==> config.mk <==
export PLATFORM = sky130hd
export DESIGN_NAME = gp_timer
export DESIGN_NICKNAME = d
export VERILOG_FILES = /design/src/rtl/gp_timer_pkg.sv /design/src/rtl/gp_timer_presc.sv /design/src/rtl/gp_timer_core.sv /design/src/rtl/gp_timer_capt.sv /design/src/rtl/gp_timer_pwm.sv /design/src/rtl/gp_timer.sv
export SDC_FILE = /design/constraint.sdc
export NUM_CORES = 1
export LEC_CHECK = 0
export BUFFER_PORTS_ARGS = -buffer_cell sky130_fd_sc_hd__buf_2
export CORE_ASPECT_RATIO = 1.75
export CORE_MARGIN = 2
export CORE_UTILIZATION = 60
export CTS_CLUSTER_DIAMETER = 40
export DETAILED_ROUTE_END_ITERATION = 8
export PLACE_DENSITY = 0.79
export SYNTH_ARGS = -nofsm -noshare
export SYNTH_HDL_FRONTEND = slang
export SYNTH_HIERARCHICAL = 1
export SYNTH_SLANG_ARGS = --single-unit
==> constraint.sdc <==
create_clock -name clk_i -period 5.7 [get_ports clk_i]
set_input_delay 0.57 -clock clk_i [delete_from_list [all_inputs] [get_ports clk_i]]
set_output_delay 0.57 -clock clk_i [all_outputs]
set_load 0.02 [all_outputs]
==> src/rtl/gp_timer_pkg.sv <==
`timescale 1ns/1ps
package gp_timer_pkg;
  localparam int unsigned CTRL_W = 15;
  localparam int unsigned PTV_W  = 3;
  localparam int unsigned EVT_W  = 3;

  localparam logic [7:0] OFS_CTRL  = 8'h00;
  localparam logic [7:0] OFS_COUNT = 8'h04;
  localparam logic [7:0] OFS_LOAD  = 8'h08;
  localparam logic [7:0] OFS_TRIG  = 8'h0C;
  localparam logic [7:0] OFS_MATCH = 8'h10;
  localparam logic [7:0] OFS_CAPT  = 8'h14;
  localparam logic [7:0] OFS_STAT  = 8'h18;
  localparam logic [7:0] OFS_IEN   = 8'h1C;
  localparam logic [7:0] OFS_IFC   = 8'h20;
  localparam logic [7:0] OFS_SYS   = 8'h24;

  localparam int unsigned CB_RUN   = 0;
  localparam int unsigned CB_AR    = 1;
  localparam int unsigned CB_PTV   = 2;
  localparam int unsigned CB_PRE   = 5;
  localparam int unsigned CB_CE    = 6;
  localparam int unsigned CB_DEF   = 7;
  localparam int unsigned CB_EDGE  = 8;
  localparam int unsigned CB_TRG   = 10;
  localparam int unsigned CB_TOG   = 12;
  localparam int unsigned CB_HOLD  = 13;
  localparam int unsigned CB_LEVEL = 14;

  localparam int unsigned EV_MATCH = 0;
  localparam int unsigned EV_OVF   = 1;
  localparam int unsigned EV_CAPT  = 2;

  localparam int unsigned IFC_SRST = 1;

  typedef enum logic [1:0] {EDGE_OFF, EDGE_RISE, EDGE_FALL, EDGE_BOTH} edge_sel_e;
  typedef enum logic [1:0] {TRG_NONE, TRG_OVF, TRG_OVF_MATCH, TRG_OVF_MATCH_ALT} trg_sel_e;
endpackage

==> src/rtl/gp_timer_presc.sv <==
`timescale 1ns/1ps
module gp_timer_presc #(
  parameter int unsigned PTV_W = 3
) (
  input  logic             clk_i,
  input  logic             rst_ni,
  input  logic             clr_i,
  input  logic             run_i,
  input  logic             pre_en_i,
  input  logic [PTV_W-1:0] ptv_i,
  output logic             tick_o
);
  localparam int unsigned DIV_W = 2 ** PTV_W;

  logic [DIV_W-1:0] div_q;
  logic [DIV_W-1:0] lim;
  logic             at_lim;

  // terminal count = 2^(ptv+1)-1
  assign lim    = ~({DIV_W{1'b1}} << ({1'b0, ptv_i} + (PTV_W+1)'(1)));
  assign at_lim = (div_q == lim);
  assign tick_o = run_i & (~pre_en_i | at_lim);

  always_ff @(posedge clk_i or negedge rst_ni) begin
    if (!rst_ni)                                  div_q <= '0;
    else if (clr_i || !run_i || !pre_en_i || at_lim) div_q <= '0;
    else                                          div_q <= div_q + DIV_W'(1);
  end

  AST_PRESC_SPACING: assert property (@(posedge clk_i) disable iff (!rst_ni)
    (tick_o && pre_en_i) |=> !(tick_o && pre_en_i));
endmodule

==> src/rtl/gp_timer_core.sv <==
`timescale 1ns/1ps
module gp_timer_core #(
  parameter int unsigned W = 32
) (
  input  logic         clk_i,
  input  logic         rst_ni,
  input  logic         clr_i,
  input  logic         tick_i,
  input  logic         ar_i,
  input  logic         ce_i,
  input  logic [W-1:0] load_i,
  input  logic [W-1:0] match_i,
  input  logic         cnt_wr_i,
  input  logic [W-1:0] cnt_wdata_i,
  input  logic         trig_i,
  output logic [W-1:0] cnt_o,
  output logic         ovf_o,
  output logic         match_o
);
  logic [W-1:0] cnt_q, cnt_nxt;

  assign ovf_o   = tick_i & (&cnt_q);
  assign cnt_nxt = ovf_o ? (ar_i ? load_i : '0) : cnt_q + W'(1);
  assign match_o = tick_i & ce_i & (cnt_nxt == match_i);
  assign cnt_o   = cnt_q;

  always_ff @(posedge clk_i or negedge rst_ni) begin
    if (!rst_ni)       cnt_q <= '0;
    else if (clr_i)    cnt_q <= '0;
    else if (cnt_wr_i) cnt_q <= cnt_wdata_i;
    else if (trig_i)   cnt_q <= load_i;
    else if (tick_i)   cnt_q <= cnt_nxt;
  end

  AST_CNT_HOLD: assert property (@(posedge clk_i) disable iff (!rst_ni)
    (!tick_i && !cnt_wr_i && !trig_i && !clr_i) |=> $stable(cnt_o));
  AST_OVF_RELOAD: assert property (@(posedge clk_i) disable iff (!rst_ni)
    (ovf_o && ar_i && !cnt_wr_i && !trig_i && !clr_i) |=> cnt_o == $past(load_i));
  AST_OVF_WRAP: assert property (@(posedge clk_i) disable iff (!rst_ni)
    (ovf_o && !ar_i && !cnt_wr_i && !trig_i && !clr_i) |=> cnt_o == '0);
  AST_TRIG_LOAD: assert property (@(posedge clk_i) disable iff (!rst_ni)
    (trig_i && !cnt_wr_i && !clr_i) |=> cnt_o == $past(load_i));
endmodule

==> src/rtl/gp_timer_capt.sv <==
`timescale 1ns/1ps
module gp_timer_capt
  import gp_timer_pkg::*;
#(
  parameter int unsigned W = 32
) (
  input  logic         clk_i,
  input  logic         rst_ni,
  input  logic         clr_i,
  input  edge_sel_e    edge_sel_i,
  input  logic         hold_first_i,
  input  logic         pending_i,
  input  logic         pin_i,
  input  logic [W-1:0] cnt_i,
  output logic [W-1:0] capt_o,
  output logic         evt_o
);
  logic         pin_q;
  logic [W-1:0] capt_q;

  always_comb begin
    case (edge_sel_i)
      EDGE_RISE: evt_o =  pin_i & ~pin_q;
      EDGE_FALL: evt_o = ~pin_i &  pin_q;
      EDGE_BOTH: evt_o =  pin_i ^  pin_q;
      default:   evt_o = 1'b0;
    endcase
  end

  always_ff @(posedge clk_i or negedge rst_ni) begin
    if (!rst_ni) pin_q <= 1'b0;
    else         pin_q <= pin_i;
  end

  always_ff @(posedge clk_i or negedge rst_ni) begin
    if (!rst_ni)                                    capt_q <= '0;
    else if (clr_i)                                 capt_q <= '0;
    else if (evt_o && (!hold_first_i || !pending_i)) capt_q <= cnt_i;
  end

  assign capt_o = capt_q;

  AST_CAPT_STABLE: assert property (@(posedge clk_i) disable iff (!rst_ni)
    (!evt_o && !clr_i) |=> $stable(capt_o));
endmodule

==> src/rtl/gp_timer_pwm.sv <==
`timescale 1ns/1ps
module gp_timer_pwm
  import gp_timer_pkg::*;
(
  input  logic     clk_i,
  input  logic     rst_ni,
  input  logic     clr_i,
  input  logic     level_mode_i,
  input  logic     def_i,
  input  logic     toggle_i,
  input  trg_sel_e trg_sel_i,
  input  logic     ovf_i,
  input  logic     match_i,
  output logic     pwm_o
);
  logic pwm_q, evt;

  assign evt = ((trg_sel_i != TRG_NONE) & ovf_i) | (trg_sel_i[1] & match_i);

  always_ff @(posedge clk_i or negedge rst_ni) begin
    if (!rst_ni)                     pwm_q <= 1'b0;
    else if (clr_i)                  pwm_q <= 1'b0;
    else if (level_mode_i)           pwm_q <= def_i;
    else if (trg_sel_i == TRG_NONE)  pwm_q <= def_i;
    else if (toggle_i)               pwm_q <= evt ? ~pwm_q : pwm_q;
    else                             pwm_q <= evt ? ~def_i : def_i;
  end

  assign pwm_o = pwm_q;

  AST_LEVEL_FOLLOW: assert property (@(posedge clk_i) disable iff (!rst_ni)
    (level_mode_i && !clr_i) |=> pwm_o == $past(def_i));
  AST_PULSE_IDLE: assert property (@(posedge clk_i) disable iff (!rst_ni)
    (!level_mode_i && !toggle_i && !evt && !clr_i) |=> pwm_o == $past(def_i));
endmodule

==> src/rtl/gp_timer.sv <==
`timescale 1ns/1ps
module gp_timer
  import gp_timer_pkg::*;
#(
  parameter int unsigned W       = 32,
  parameter int unsigned AW      = 8,
  parameter int unsigned RST_CYC = 4
) (
  input  logic          clk_i,
  input  logic          rst_ni,
  input  logic          bus_we_i,
  input  logic [AW-1:0] bus_addr_i,
  input  logic [W-1:0]  bus_wdata_i,
  output logic [W-1:0]  bus_rdata_o,
  input  logic          capt_i,
  output logic          pwm_o,
  output logic          irq_o
);
  localparam int unsigned SRW = $clog2(RST_CYC + 1);

  logic [CTRL_W-1:0] ctrl_q;
  logic [W-1:0]      load_q, match_q, cnt, capt_val;
  logic [EVT_W-1:0]  stat_q, ien_q, evts, w1c;
  logic [SRW-1:0]    srst_q;
  logic busy, wr_ok, clr, srst_req;
  logic wr_ctrl, wr_cnt, wr_load, wr_trig, wr_match, wr_stat, wr_ien, wr_ifc;
  logic tick, ovf, mtch, cap_evt;

  assign busy  = (srst_q != '0);
  assign wr_ok = bus_we_i & ~busy;

  assign wr_ctrl  = wr_ok & (bus_addr_i == AW'(OFS_CTRL));
  assign wr_cnt   = wr_ok & (bus_addr_i == AW'(OFS_COUNT));
  assign wr_load  = wr_ok & (bus_addr_i == AW'(OFS_LOAD));
  assign wr_trig  = wr_ok & (bus_addr_i == AW'(OFS_TRIG));
  assign wr_match = wr_ok & (bus_addr_i == AW'(OFS_MATCH));
  assign wr_stat  = wr_ok & (bus_addr_i == AW'(OFS_STAT));
  assign wr_ien   = wr_ok & (bus_addr_i == AW'(OFS_IEN));
  assign wr_ifc   = wr_ok & (bus_addr_i == AW'(OFS_IFC));

  assign srst_req = wr_ifc & bus_wdata_i[IFC_SRST];
  assign clr      = busy | srst_req;

  always_ff @(posedge clk_i or negedge rst_ni) begin
    if (!rst_ni)       srst_q <= '0;
    else if (srst_req) srst_q <= SRW'(RST_CYC);
    else if (busy)     srst_q <= srst_q - SRW'(1);
  end

  always_ff @(posedge clk_i or negedge rst_ni) begin
    if (!rst_ni) begin
      ctrl_q  <= '0;
      load_q  <= '0;
      match_q <= '0;
      ien_q   <= '0;
    end else if (clr) begin
      ctrl_q  <= '0;
      load_q  <= '0;
      match_q <= '0;
      ien_q   <= '0;
    end else begin
      if (wr_ctrl)  ctrl_q  <= bus_wdata_i[CTRL_W-1:0];
      if (wr_load)  load_q  <= bus_wdata_i;
      if (wr_match) match_q <= bus_wdata_i;
      if (wr_ien)   ien_q   <= bus_wdata_i[EVT_W-1:0];
    end
  end

  gp_timer_presc #(.PTV_W(PTV_W)) u_presc (
    .clk_i    (clk_i),
    .rst_ni   (rst_ni),
    .clr_i    (clr),
    .run_i    (ctrl_q[CB_RUN]),
    .pre_en_i (ctrl_q[CB_PRE]),
    .ptv_i    (ctrl_q[CB_PTV +: PTV_W]),
    .tick_o   (tick)
  );

  gp_timer_core #(.W(W)) u_core (
    .clk_i       (clk_i),
    .rst_ni      (rst_ni),
    .clr_i       (clr),
    .tick_i      (tick),
    .ar_i        (ctrl_q[CB_AR]),
    .ce_i        (ctrl_q[CB_CE]),
    .load_i      (load_q),
    .match_i     (match_q),
    .cnt_wr_i    (wr_cnt),
    .cnt_wdata_i (bus_wdata_i),
    .trig_i      (wr_trig),
    .cnt_o       (cnt),
    .ovf_o       (ovf),
    .match_o     (mtch)
  );

  gp_timer_capt #(.W(W)) u_capt (
    .clk_i        (clk_i),
    .rst_ni       (rst_ni),
    .clr_i        (clr),
    .edge_sel_i   (edge_sel_e'(ctrl_q[CB_EDGE +: 2])),
    .hold_first_i (ctrl_q[CB_HOLD]),
    .pending_i    (stat_q[EV_CAPT]),
    .pin_i        (capt_i),
    .cnt_i        (cnt),
    .capt_o       (capt_val),
    .evt_o        (cap_evt)
  );

  gp_timer_pwm u_pwm (
    .clk_i        (clk_i),
    .rst_ni       (rst_ni),
    .clr_i        (clr),
    .level_mode_i (ctrl_q[CB_LEVEL]),
    .def_i        (ctrl_q[CB_DEF]),
    .toggle_i     (ctrl_q[CB_TOG]),
    .trg_sel_i    (trg_sel_e'(ctrl_q[CB_TRG +: 2])),
    .ovf_i        (ovf),
    .match_i      (mtch),
    .pwm_o        (pwm_o)
  );

  always_comb begin
    evts           = '0;
    evts[EV_MATCH] = mtch;
    evts[EV_OVF]   = ovf;
    evts[EV_CAPT]  = cap_evt;
  end

  assign w1c = wr_stat ? bus_wdata_i[EVT_W-1:0] : '0;

  // set beats clear
  always_ff @(posedge clk_i or negedge rst_ni) begin
    if (!rst_ni)    stat_q <= '0;
    else if (clr)   stat_q <= '0;
    else            stat_q <= (stat_q & ~w1c) | evts;
  end

  assign irq_o = |(stat_q & ien_q);

  always_comb begin
    bus_rdata_o = '0;
    case (bus_addr_i)
      AW'(OFS_CTRL):  bus_rdata_o = W'(ctrl_q);
      AW'(OFS_COUNT): bus_rdata_o = cnt;
      AW'(OFS_LOAD):  bus_rdata_o = load_q;
      AW'(OFS_MATCH): bus_rdata_o = match_q;
      AW'(OFS_CAPT):  bus_rdata_o = capt_val;
      AW'(OFS_STAT):  bus_rdata_o = W'(stat_q);
      AW'(OFS_IEN):   bus_rdata_o = W'(ien_q);
      AW'(OFS_SYS):   bus_rdata_o = W'(!busy);
      default:        bus_rdata_o = '0;
    endcase
  end

  AST_W1C_CLEARS: assert property (@(posedge clk_i) disable iff (!rst_ni)
    (wr_stat && bus_wdata_i[EV_OVF] && !ovf && !clr) |=> !stat_q[EV_OVF]);
  AST_EVENT_WINS: assert property (@(posedge clk_i) disable iff (!rst_ni)
    (ovf && !clr) |=> stat_q[EV_OVF]);
  AST_SRST_HOLD: assert property (@(posedge clk_i) disable iff (!rst_ni)
    busy |=> (ctrl_q == '0 && stat_q == '0 && !pwm_o));
endmodule

==> results of run 1 <==
==> cell usage in the layout, fill, tap and decap left out, types with 22 or more instances in the layout <==
cell type	instances
sky130_fd_sc_hd__a21oi_1	102
sky130_fd_sc_hd__a221o_1	32
sky130_fd_sc_hd__a22oi_1	26
sky130_fd_sc_hd__buf_2	76
sky130_fd_sc_hd__buf_4	30
sky130_fd_sc_hd__dfrtp_1	162
sky130_fd_sc_hd__inv_1	34
sky130_fd_sc_hd__mux2i_1	73
sky130_fd_sc_hd__nand2_1	214
sky130_fd_sc_hd__nand2b_1	74
sky130_fd_sc_hd__nand3_1	28
sky130_fd_sc_hd__nor2_1	68
sky130_fd_sc_hd__nor3_1	22
sky130_fd_sc_hd__o21ai_0	60
sky130_fd_sc_hd__xnor2_1	32
==> how the worst max path moves through the flow <==
| stage | from | slack, ns | to | cells past startpoint |
|---|---|---|---|---|
| after floorplan | ctrl_q[2]$_DFFE_PN0P_ | 0.84 | u_pwm/pwm_o$_DFFE_PN0P_ | 21 |
| after global placement | ctrl_q[3]$_DFFE_PN0P_ | 0.37 | u_pwm/pwm_o$_DFFE_PN0P_ | 17 |
| after detailed placement | ctrl_q[3]$_DFFE_PN0P_ | 0.08 | u_pwm/pwm_o$_DFFE_PN0P_ | 18 |
| after CTS | ctrl_q[3]$_DFFE_PN0P_ | 0.07 | u_pwm/pwm_o$_DFFE_PN0P_ | 18 |
| after global routing | ctrl_q[3]$_DFFE_PN0P_ | 0.01 | u_pwm/pwm_o$_DFFE_PN0P_ | 20 |
| final | ctrl_q[3]$_DFFE_PN0P_ | 0.25 | u_pwm/pwm_o$_DFFE_PN0P_ | 19 |
==> critical path: stages (launching register included) <==
cell	delay, ns
sky130_fd_sc_hd__dfrtp_1	0.57
sky130_fd_sc_hd__ha_1	0.39
sky130_fd_sc_hd__mux2_4	0.35
sky130_fd_sc_hd__nor4_1	0.42
sky130_fd_sc_hd__o311a_1	0.23
sky130_fd_sc_hd__a22o_1	0.30
sky130_fd_sc_hd__nand2_1	0.13
sky130_fd_sc_hd__or3_4	0.38
sky130_fd_sc_hd__nor4_4	0.29
sky130_fd_sc_hd__buf_4	0.28
sky130_fd_sc_hd__and3_1	0.20
sky130_fd_sc_hd__a21oi_2	0.04
sky130_fd_sc_hd__xnor2_1	0.13
sky130_fd_sc_hd__or4_1	0.53
sky130_fd_sc_hd__nor4_2	0.28
sky130_fd_sc_hd__buf_4	0.17
sky130_fd_sc_hd__o21ai_2	0.08
sky130_fd_sc_hd__a2111oi_2	0.36
sky130_fd_sc_hd__a41oi_1	0.08
sky130_fd_sc_hd__a31oi_1	0.17
==> layer usage <==
metal	part of all wire	track usage
met4	0.061	0.232
met1	0.36	0.435
met2	0.52	0.667
met3	0.064	0.0528
met5	0	0
==> per-stage QoR <==
step,std cells,utilization
global route,1537,0.666
floorplan,1260,-
CTS,1537,0.666
detailed placement,1505,0.636
finish,1537,0.666
global placement,1505,0.636
==> layout make-up <==
cell class | instances | area, sq um | area share
Clock buffer | 21 | 460 | 0.0388
Clock inverter | 11 | 78.8 | 0.00664
Inverter | 34 | 128 | 0.0108
Multi-Input combinational cell | 968 | 6240 | 0.526
Sequential cell | 162 | 4050 | 0.342
Tap cell | 234 | 293 | 0.0247
Timing Repair Buffer | 107 | 617 | 0.0520
==> logic make-up after synthesis <==
| logic type | after synthesis | synth area share |
|---|---|---|
| muxes | 79 | 0.0773 |
| DFF | 162 | 0.375 |
| xor gates and xnor gates | 54 | 0.0450 |
| AOI/OAI and AO/OA | 320 | 0.203 |
| and+or+nand+nor | 506 | 0.236 |
| buffers and inverters | 130 | 0.0532 |
| adders and majority gates | 9 | 0.0104 |
==> registers in the layout, indices dropped and copies added (netlist names) <==
name           cells
load_q            32
match_q           32
u_capt/capt_o     32
u_core/cnt_o      32
ctrl_q            15
u_presc/div_q      8
ien_q              3
srst_q             3
stat_q             3
u_capt/pin_q       1
u_pwm/pwm_o        1
==> power by group <==
group	internal, mW	switching, mW	total (mW)
Sequential	1.17	0.0176	1.18
Clock	0.581	0.494	1.07
Combinational	0.147	0.342	0.490
==> what timing repair did <==
item / CTS / global route
gates resized for setup: 0 / 2
hold endpoints to repair: 0 / 0
endpoints found under the setup margin: 0 / 1
==> flow_summary.html, run 1 <==
<table>
<tr><th>Metric</th><th>Value</th></tr>
<tr><th colspan="2">Synth</th></tr>
<tr><td>Dominant cells by area after synthesis</td><td>sky130_fd_sc_hd__dfrtp_1, sky130_fd_sc_hd__nand2_1, sky130_fd_sc_hd__mux2i_1</td></tr>
<tr><td>Number of enable-type register cells in the synthesized netlist</td><td>0</td></tr>
<tr><td>Distinct cells, synth</td><td>85</td></tr>
<tr><td>Post-Syn Nets</td><td>1313</td></tr>
<tr><td>Async set or reset register ratio after synthesis</td><td>1.00</td></tr>
<tr><td>Number of warnings printed during yosys synthesis</td><td>6</td></tr>
<tr><td>Gate count after technology mapping</td><td>1260</td></tr>
<tr><td>Largest area contributor in the synthesized netlist</td><td>sky130_fd_sc_hd__dfrtp_1</td></tr>
<tr><td>Syn avg cell area</td><td>8.58 sq um</td></tr>
<tr><td>Combined area of all synthesized cells</td><td>10800 sq um</td></tr>
<tr><td>Commonest cells in the netlist</td><td>sky130_fd_sc_hd__nand2_1, sky130_fd_sc_hd__dfrtp_1, sky130_fd_sc_hd__a21oi_1</td></tr>
<tr><td>Seq cells post-synth</td><td>162</td></tr>
<tr><td>Most used standard cell by instance count after synthesis</td><td>sky130_fd_sc_hd__nand2_1</td></tr>
<tr><td>Top-area cell type share of the netlist area</td><td>0.375</td></tr>
<tr><td>Sequential element share of the synthesized area</td><td>0.375</td></tr>
<tr><td>Ys flop type</td><td>sky130_fd_sc_hd__dfrtp_1</td></tr>
<tr><th colspan="2">STA</th></tr>
<tr><td>Finish-stage setup viols</td><td>0</td></tr>
<tr><td>Total negative setup slack</td><td>0 ns</td></tr>
<tr><td>Post-Route Hold Slack</td><td>0.0408 ns</td></tr>
<tr><td>Tmin final</td><td>5.45 ns</td></tr>
<tr><td>Fin Clk Skew</td><td>0.0127 ns</td></tr>
<tr><td>Final-report hold violation count</td><td>0</td></tr>
<tr><td>Actual slew at the worst max-slew pin</td><td>1.08 ns</td></tr>
<tr><td>Top achievable clock speed</td><td>183 MHz</td></tr>
<tr><td>Worst relative slew slack</td><td>0.276</td></tr>
<tr><td>Setup repair after global routing missed its margin</td><td>false</td></tr>
<tr><td>Number of pins exceeding their max-slew limit in the final report</td><td>0</td></tr>
<tr><td>Final cycle utilization of the critical path</td><td>0.957</td></tr>
<tr><td>Post-route worst setup slack</td><td>0.248 ns</td></tr>
<tr><th colspan="2">Cells and area</th></tr>
<tr><td>Ratio of cells with drive above 1 in the final layout</td><td>0.142</td></tr>
<tr><td>Layout Cell Area excl Fill</td><td>11900 sq um</td></tr>
<tr><td>Area growth from synthesis to layout</td><td>9.74%</td></tr>
<tr><td>Fillcell total</td><td>1463</td></tr>
<tr><td>Antenna cell count</td><td>0</td></tr>
<tr><td>Final net count</td><td>1343</td></tr>
<tr><th colspan="2">Global route</th></tr>
<tr><td>Total routing resource utilization after global routing</td><td>0.381</td></tr>
<tr><td>Pin count of the biggest net entering global routing</td><td>85</td></tr>
<tr><td>GR Overflow Total</td><td>0</td></tr>
<tr><td>Vias in the first global route</td><td>10300</td></tr>
<tr><td>Number of antenna violations at the first check in global routing</td><td>0</td></tr>
<tr><td>Global-route wire length before repair</td><td>56300 um</td></tr>
<tr><th colspan="2">Routing</th></tr>
<tr><td>Remaining antenna violation count after routing</td><td>0</td></tr>
<tr><td>Number of vias per cell after detailed routing</td><td>6.77</td></tr>
<tr><td>Detail-routed net length per standard cell</td><td>23.4 um</td></tr>
<tr><td>Number of DRC markers in iteration 0</td><td>1037</td></tr>
<tr><td>WL final</td><td>36000 um</td></tr>
<tr><td>Number of optimization iterations in the first detailed-route pass</td><td>7</td></tr>
<tr><td>Vias</td><td>10400</td></tr>
<tr><td>DR DRC count</td><td>0</td></tr>
<tr><th colspan="2">Die</th></tr>
<tr><td>Die Area</td><td>19200 sq um</td></tr>
<tr><td>Starting utilization of the core area</td><td>0.607</td></tr>
<tr><td>Die width</td><td>105 um</td></tr>
<tr><td>Core Area</td><td>17800 sq um</td></tr>
<tr><td>Io pins</td><td>78</td></tr>
<tr><td>Standard-cell row count</td><td>65</td></tr>
<tr><td>Height of the chip</td><td>182 um</td></tr>
<tr><th colspan="2">Min path</th></tr>
<tr><td>Path type of the worst min-delay path</td><td>in2async</td></tr>
<tr><th colspan="2">Critical path</th></tr>
<tr><td>Slack of the worst reg-to-reg path</td><td>0.25 ns</td></tr>
<tr><td>Number of cells on the worst reg-to-reg path</td><td>19</td></tr>
<tr><td>Nature of the critical path startpoint</td><td>register</td></tr>
<tr><td>Largest fanout on the critical path</td><td>15</td></tr>
<tr><td>RR Startpoint</td><td>ctrl_q[3]$_DFFE_PN0P_</td></tr>
<tr><td>Nature of the critical path endpoint</td><td>register</td></tr>
<tr><td>Critical path required time</td><td>6.06 ns</td></tr>
<tr><td>Capture point of the worst reg-to-reg path</td><td>u_pwm/pwm_o$_DFFE_PN0P_</td></tr>
<tr><td>Crit path arrival time</td><td>5.82 ns</td></tr>
<tr><td>Class of the most critical setup path</td><td>reg2reg</td></tr>
<tr><th colspan="2">Placement</th></tr>
<tr><td>Detailed Place HPWL</td><td>25000 um</td></tr>
<tr><td>Placer Congestion</td><td>0.996</td></tr>
<tr><td>Post-detailed-placement cell area</td><td>11300 sq um</td></tr>
<tr><td>Buffers added on ports</td><td>77</td></tr>
<tr><td>Pre-CTS worst setup slack</td><td>0.0763 ns</td></tr>
<tr><th colspan="2">Status</th></tr>
<tr><td>Status</td><td>complete, no violations</td></tr>
<tr><th colspan="2">CTS</th></tr>
<tr><td>Maximum count of clock buffers along a single path</td><td>2</td></tr>
<tr><td>Clock net sink count</td><td>162</td></tr>
<tr><td>Number of buffers inserted during clock tree synthesis</td><td>17</td></tr>
<tr><td>Max H-tree Level</td><td>4</td></tr>
<tr><td>Clock tree from TritonCTS</td><td>done</td></tr>
<tr><td>Number of buffers inserted for hold repair after clock tree synthesis</td><td>0</td></tr>
<tr><td>Setup Buffers After CTS</td><td>0</td></tr>
<tr><td>CTS Root Cell</td><td>sky130_fd_sc_hd__clkbuf_16</td></tr>
<tr><td>Clock latency at the later pin of the worst-skew pair</td><td>0.45 ns</td></tr>
<tr><td>Clock transition at the register clock pins on the worst setup and hold paths after CTS</td><td>0.07 ns</td></tr>
<tr><th colspan="2">Power</th></tr>
<tr><td>Power per standard cell area</td><td>232 nW/um^2</td></tr>
<tr><td>Maximum resistive drop on vdd</td><td>218 uV</td></tr>
<tr><td>Leak pwr</td><td>4.67 nW</td></tr>
<tr><td>Tot Pwr</td><td>2.75 mW</td></tr>
<tr><th colspan="2">Flow run</th></tr>
<tr><td>Max-Cap Viols</td><td>0</td></tr>
</table>
Note: power is estimated with default switching activity, not from simulation.
==> inputs of run 2 (changes only) <==
--- a/config.mk
+++ b/config.mk
@@ -12,6 +12,7 @@
 export CTS_CLUSTER_DIAMETER = 40
 export DETAILED_ROUTE_END_ITERATION = 8
 export PLACE_DENSITY = 0.79
+export REMOVE_ABC_BUFFERS = 1
 export SYNTH_ARGS = -nofsm -noshare
 export SYNTH_HDL_FRONTEND = slang
 export SYNTH_HIERARCHICAL = 1
==> run 2 against run 1 <==
Sequential power hardly changed. Clock power is 13% higher. Via count hardly changed. Largest power group is now the clock network.
==> flow_summary.html, run 2 (synthesis results as in run 1) <==
<table>
<tr><th>Metric</th><th>Value</th></tr>
<tr><th colspan="2">Cells and area</th></tr>
<tr><td>Final net count</td><td>1342</td></tr>
<tr><td>Ratio of cells with drive above 1 in the final layout</td><td>0.141</td></tr>
<tr><td>Layout Cell Area excl Fill</td><td>11900 sq um</td></tr>
<tr><td>Highest-count cells in the layout ignoring fill and taps</td><td>sky130_fd_sc_hd__nand2_1, sky130_fd_sc_hd__dfrtp_1, sky130_fd_sc_hd__a21oi_1</td></tr>
<tr><td>Most frequent standard cell in the layout excluding fill and tap cells</td><td>sky130_fd_sc_hd__nand2_1</td></tr>
<tr><td>FF/Latch Area</td><td>4050 sq um</td></tr>
<tr><td>Fillcell total</td><td>1480</td></tr>
<tr><td>Area growth from synthesis to layout</td><td>10.3%</td></tr>
<tr><td>Antenna cell count</td><td>0</td></tr>
<tr><td>Area of the multi-input gates</td><td>6240 sq um</td></tr>
<tr><th colspan="2">Routing</th></tr>
<tr><td>Detail-routed net length per standard cell</td><td>23.6 um</td></tr>
<tr><td>Number of optimization iterations in the first detailed-route pass</td><td>6</td></tr>
<tr><td>Number of vias per cell after detailed routing</td><td>6.78</td></tr>
<tr><td>DR DRC count</td><td>0</td></tr>
<tr><td>Number of DRC markers in iteration 0</td><td>1016</td></tr>
<tr><td>Remaining antenna violation count after routing</td><td>0</td></tr>
<tr><td>Vias</td><td>10400</td></tr>
<tr><td>WL final</td><td>36200 um</td></tr>
<tr><th colspan="2">Power</th></tr>
<tr><td>Cell-internal power</td><td>2.04 mW</td></tr>
<tr><td>Maximum resistive drop on vdd</td><td>292 uV</td></tr>
<tr><td>Sw Share</td><td>0.290</td></tr>
<tr><td>Power dissipated by switching net loads</td><td>835 uW</td></tr>
<tr><td>Leak pwr</td><td>4.70 nW</td></tr>
<tr><td>Clk pwr share</td><td>0.420</td></tr>
<tr><td>Sequential share of power</td><td>0.411</td></tr>
<tr><td>Combinational share of power</td><td>0.169</td></tr>
<tr><td>Power per standard cell area</td><td>241 nW/um^2</td></tr>
<tr><th colspan="2">STA</th></tr>
<tr><td>Post-route worst setup slack</td><td>0.289 ns</td></tr>
<tr><td>Post-Route Hold Slack</td><td>0.0157 ns</td></tr>
<tr><td>Final cycle utilization of the critical path</td><td>0.949</td></tr>
<tr><td>Top achievable clock speed</td><td>185 MHz</td></tr>
<tr><td>Tmin final</td><td>5.41 ns</td></tr>
<tr><td>Actual slew at the worst max-slew pin</td><td>1.27 ns</td></tr>
<tr><td>Setup repair after global routing missed its margin</td><td>false</td></tr>
<tr><td>Final-report hold violation count</td><td>0</td></tr>
<tr><td>Number of pins exceeding their max-slew limit in the final report</td><td>0</td></tr>
<tr><td>Worst relative slew slack</td><td>0.151</td></tr>
<tr><td>Fin Clk Skew</td><td>0.0101 ns</td></tr>
<tr><td>Finish-stage setup viols</td><td>0</td></tr>
<tr><th colspan="2">Die</th></tr>
<tr><td>Io pins</td><td>78</td></tr>
<tr><td>Standard-cell row count</td><td>65</td></tr>
<tr><td>Die Area</td><td>19200 sq um</td></tr>
<tr><td>Core Area</td><td>17800 sq um</td></tr>
<tr><td>Die width</td><td>105 um</td></tr>
<tr><td>Starting utilization of the core area</td><td>0.607</td></tr>
<tr><td>Height of the chip</td><td>182 um</td></tr>
<tr><th colspan="2">CTS</th></tr>
<tr><td>CTS Root Cell</td><td>sky130_fd_sc_hd__clkbuf_16</td></tr>
<tr><td>Max H-tree Level</td><td>4</td></tr>
<tr><td>Number of buffers inserted for hold repair after clock tree synthesis</td><td>0</td></tr>
<tr><td>Clock transition at the register clock pins on the worst setup and hold paths after CTS</td><td>0.07 ns</td></tr>
<tr><td>Clock net sink count</td><td>162</td></tr>
<tr><td>Clock tree from TritonCTS</td><td>done</td></tr>
<tr><td>Number of buffers inserted during clock tree synthesis</td><td>17</td></tr>
<tr><td>Clock latency at the later pin of the worst-skew pair</td><td>0.45 ns</td></tr>
<tr><td>Maximum count of clock buffers along a single path</td><td>2</td></tr>
<tr><th colspan="2">Placement</th></tr>
<tr><td>Buffers added on ports</td><td>77</td></tr>
<tr><td>Detailed Place HPWL</td><td>25100 um</td></tr>
<tr><td>Pre-CTS worst setup slack</td><td>0.0838 ns</td></tr>
<tr><td>Placer Congestion</td><td>1.02</td></tr>
<tr><td>Post-detailed-placement cell area</td><td>11300 sq um</td></tr>
<tr><th colspan="2">Global route</th></tr>
<tr><td>Total routing resource utilization after global routing</td><td>0.383</td></tr>
<tr><td>Fraction of met1 tracks used by global routing</td><td>0.429</td></tr>
<tr><td>Grt met2 use</td><td>0.663</td></tr>
<tr><td>GR Overflow Total</td><td>0</td></tr>
<tr><td>Vias in the first global route</td><td>10300</td></tr>
<tr><td>Gr busiest metal</td><td>met2</td></tr>
<tr><td>Number of antenna violations at the first check in global routing</td><td>0</td></tr>
<tr><td>Global-route wire length before repair</td><td>56400 um</td></tr>
<tr><td>Met3 Use GR</td><td>0.0632</td></tr>
<tr><td>Pin count of the biggest net entering global routing</td><td>82</td></tr>
<tr><th colspan="2">Flow run</th></tr>
<tr><td>Max-Cap Viols</td><td>0</td></tr>
<tr><th colspan="2">Critical path</th></tr>
<tr><td>Nature of the critical path startpoint</td><td>register</td></tr>
<tr><td>Largest fanout on the critical path</td><td>14</td></tr>
<tr><td>Class of the most critical setup path</td><td>reg2reg</td></tr>
<tr><td>Crit path arrival time</td><td>5.76 ns</td></tr>
<tr><td>Nature of the critical path endpoint</td><td>register</td></tr>
<tr><td>Critical path required time</td><td>6.05 ns</td></tr>
<tr><th colspan="2">Status</th></tr>
<tr><td>Status</td><td>complete, no violations</td></tr>
<tr><th colspan="2">Min path</th></tr>
<tr><td>Path type of the worst min-delay path</td><td>in2async</td></tr>
</table>
## run 2: stage by stage
stage,utilization,power [mW],setup TNS [ns],instances
finish,0.670,2.88,0,1535
global route,0.670,2.96,0,1535
CTS,0.669,2.87,0,1534
detailed placement,0.635,1.68,0,1503
global placement,0.635,1.67,0,1503
floorplan,-,1.48,-27.12,1164
## run 2: cell type report
type                    instances  area share
multi-input cells             968       0.523
flip-flops and latches        162       0.340
repair buffers                106      0.0511
clock buffers                  21      0.0369
well taps                     234      0.0245
clock inverters                10      0.0134
inverters                      34      0.0107
## run 2: layer usage
| metal | vias up | part of all wire |
|---|---|---|
| li1 | 4585 | - |
| met4 | 0 | 0.060 |
| met2 | 609 | 0.51 |
| met5 | - | 0 |
| met3 | 173 | 0.072 |
| met1 | 5038 | 0.36 |
## run 2: what timing repair did
action,4_1_cts,5_1_grt
resized for setup,0,3
setup buffers,0,1
endpoints found under the setup margin,0,1
## run 2: final timing paths
kind / start / cells past startpoint / to / slack, ns
setup / recovery: ctrl_q[2]$_DFFE_PN0P_ / 18 / u_pwm/pwm_o$_DFFE_PN0P_ / 0.29
hold / removal: rst_ni / 1 / srst_q[0]$_DFFE_PN0P_ / 0.02
setup reg to reg: ctrl_q[2]$_DFFE_PN0P_ / 18 / u_pwm/pwm_o$_DFFE_PN0P_ / 0.29
hold reg to reg: u_presc/div_q[0]$_DFF_PN0_ / 1 / u_presc/div_q[0]$_DFF_PN0_ / 0.55
max in group asynchronous: rst_ni / 2 / u_capt/capt_o[23]$_DFFE_PN0P_ / 4.40
min in group clk_i: capt_i / 1 / u_capt/pin_q$_DFF_PN0_ / 0.26
## run 2: worst max-delay path, stage by stage, from the launching register on
cell	delay, ns
sky130_fd_sc_hd__dfrtp_1	0.54
sky130_fd_sc_hd__ha_2	0.33
sky130_fd_sc_hd__mux2_4	0.34
sky130_fd_sc_hd__nor4_1	0.41
sky130_fd_sc_hd__o311a_1	0.23
sky130_fd_sc_hd__a22o_1	0.25
sky130_fd_sc_hd__nand2_1	0.12
sky130_fd_sc_hd__or3_4	0.38
sky130_fd_sc_hd__or4_4	0.65
sky130_fd_sc_hd__o21ai_0	0.20
sky130_fd_sc_hd__a21oi_1	0.06
sky130_fd_sc_hd__a2111oi_0	0.41
sky130_fd_sc_hd__nand4_1	0.18
sky130_fd_sc_hd__nor4_2	0.27
sky130_fd_sc_hd__buf_4	0.17
sky130_fd_sc_hd__o21ai_2	0.08
sky130_fd_sc_hd__a2111oi_2	0.40
sky130_fd_sc_hd__a41oi_1	0.08
sky130_fd_sc_hd__a31oi_1	0.20
## run 2: power groups by stage
| stage | sequential [mW] | clock, mW | combinational, mW |
|---|---|---|---|
| 2_1_floorplan | 1.20 | 0 | 0.282 |
| 3_3_place_gp | 1.20 | 0 | 0.468 |
| 3_5_place_dp | 1.20 | 0 | 0.474 |
| 4_1_cts | 1.18 | 1.21 | 0.475 |
| 5_1_grt | 1.18 | 1.26 | 0.514 |
| 6_report | 1.18 | 1.21 | 0.485 |
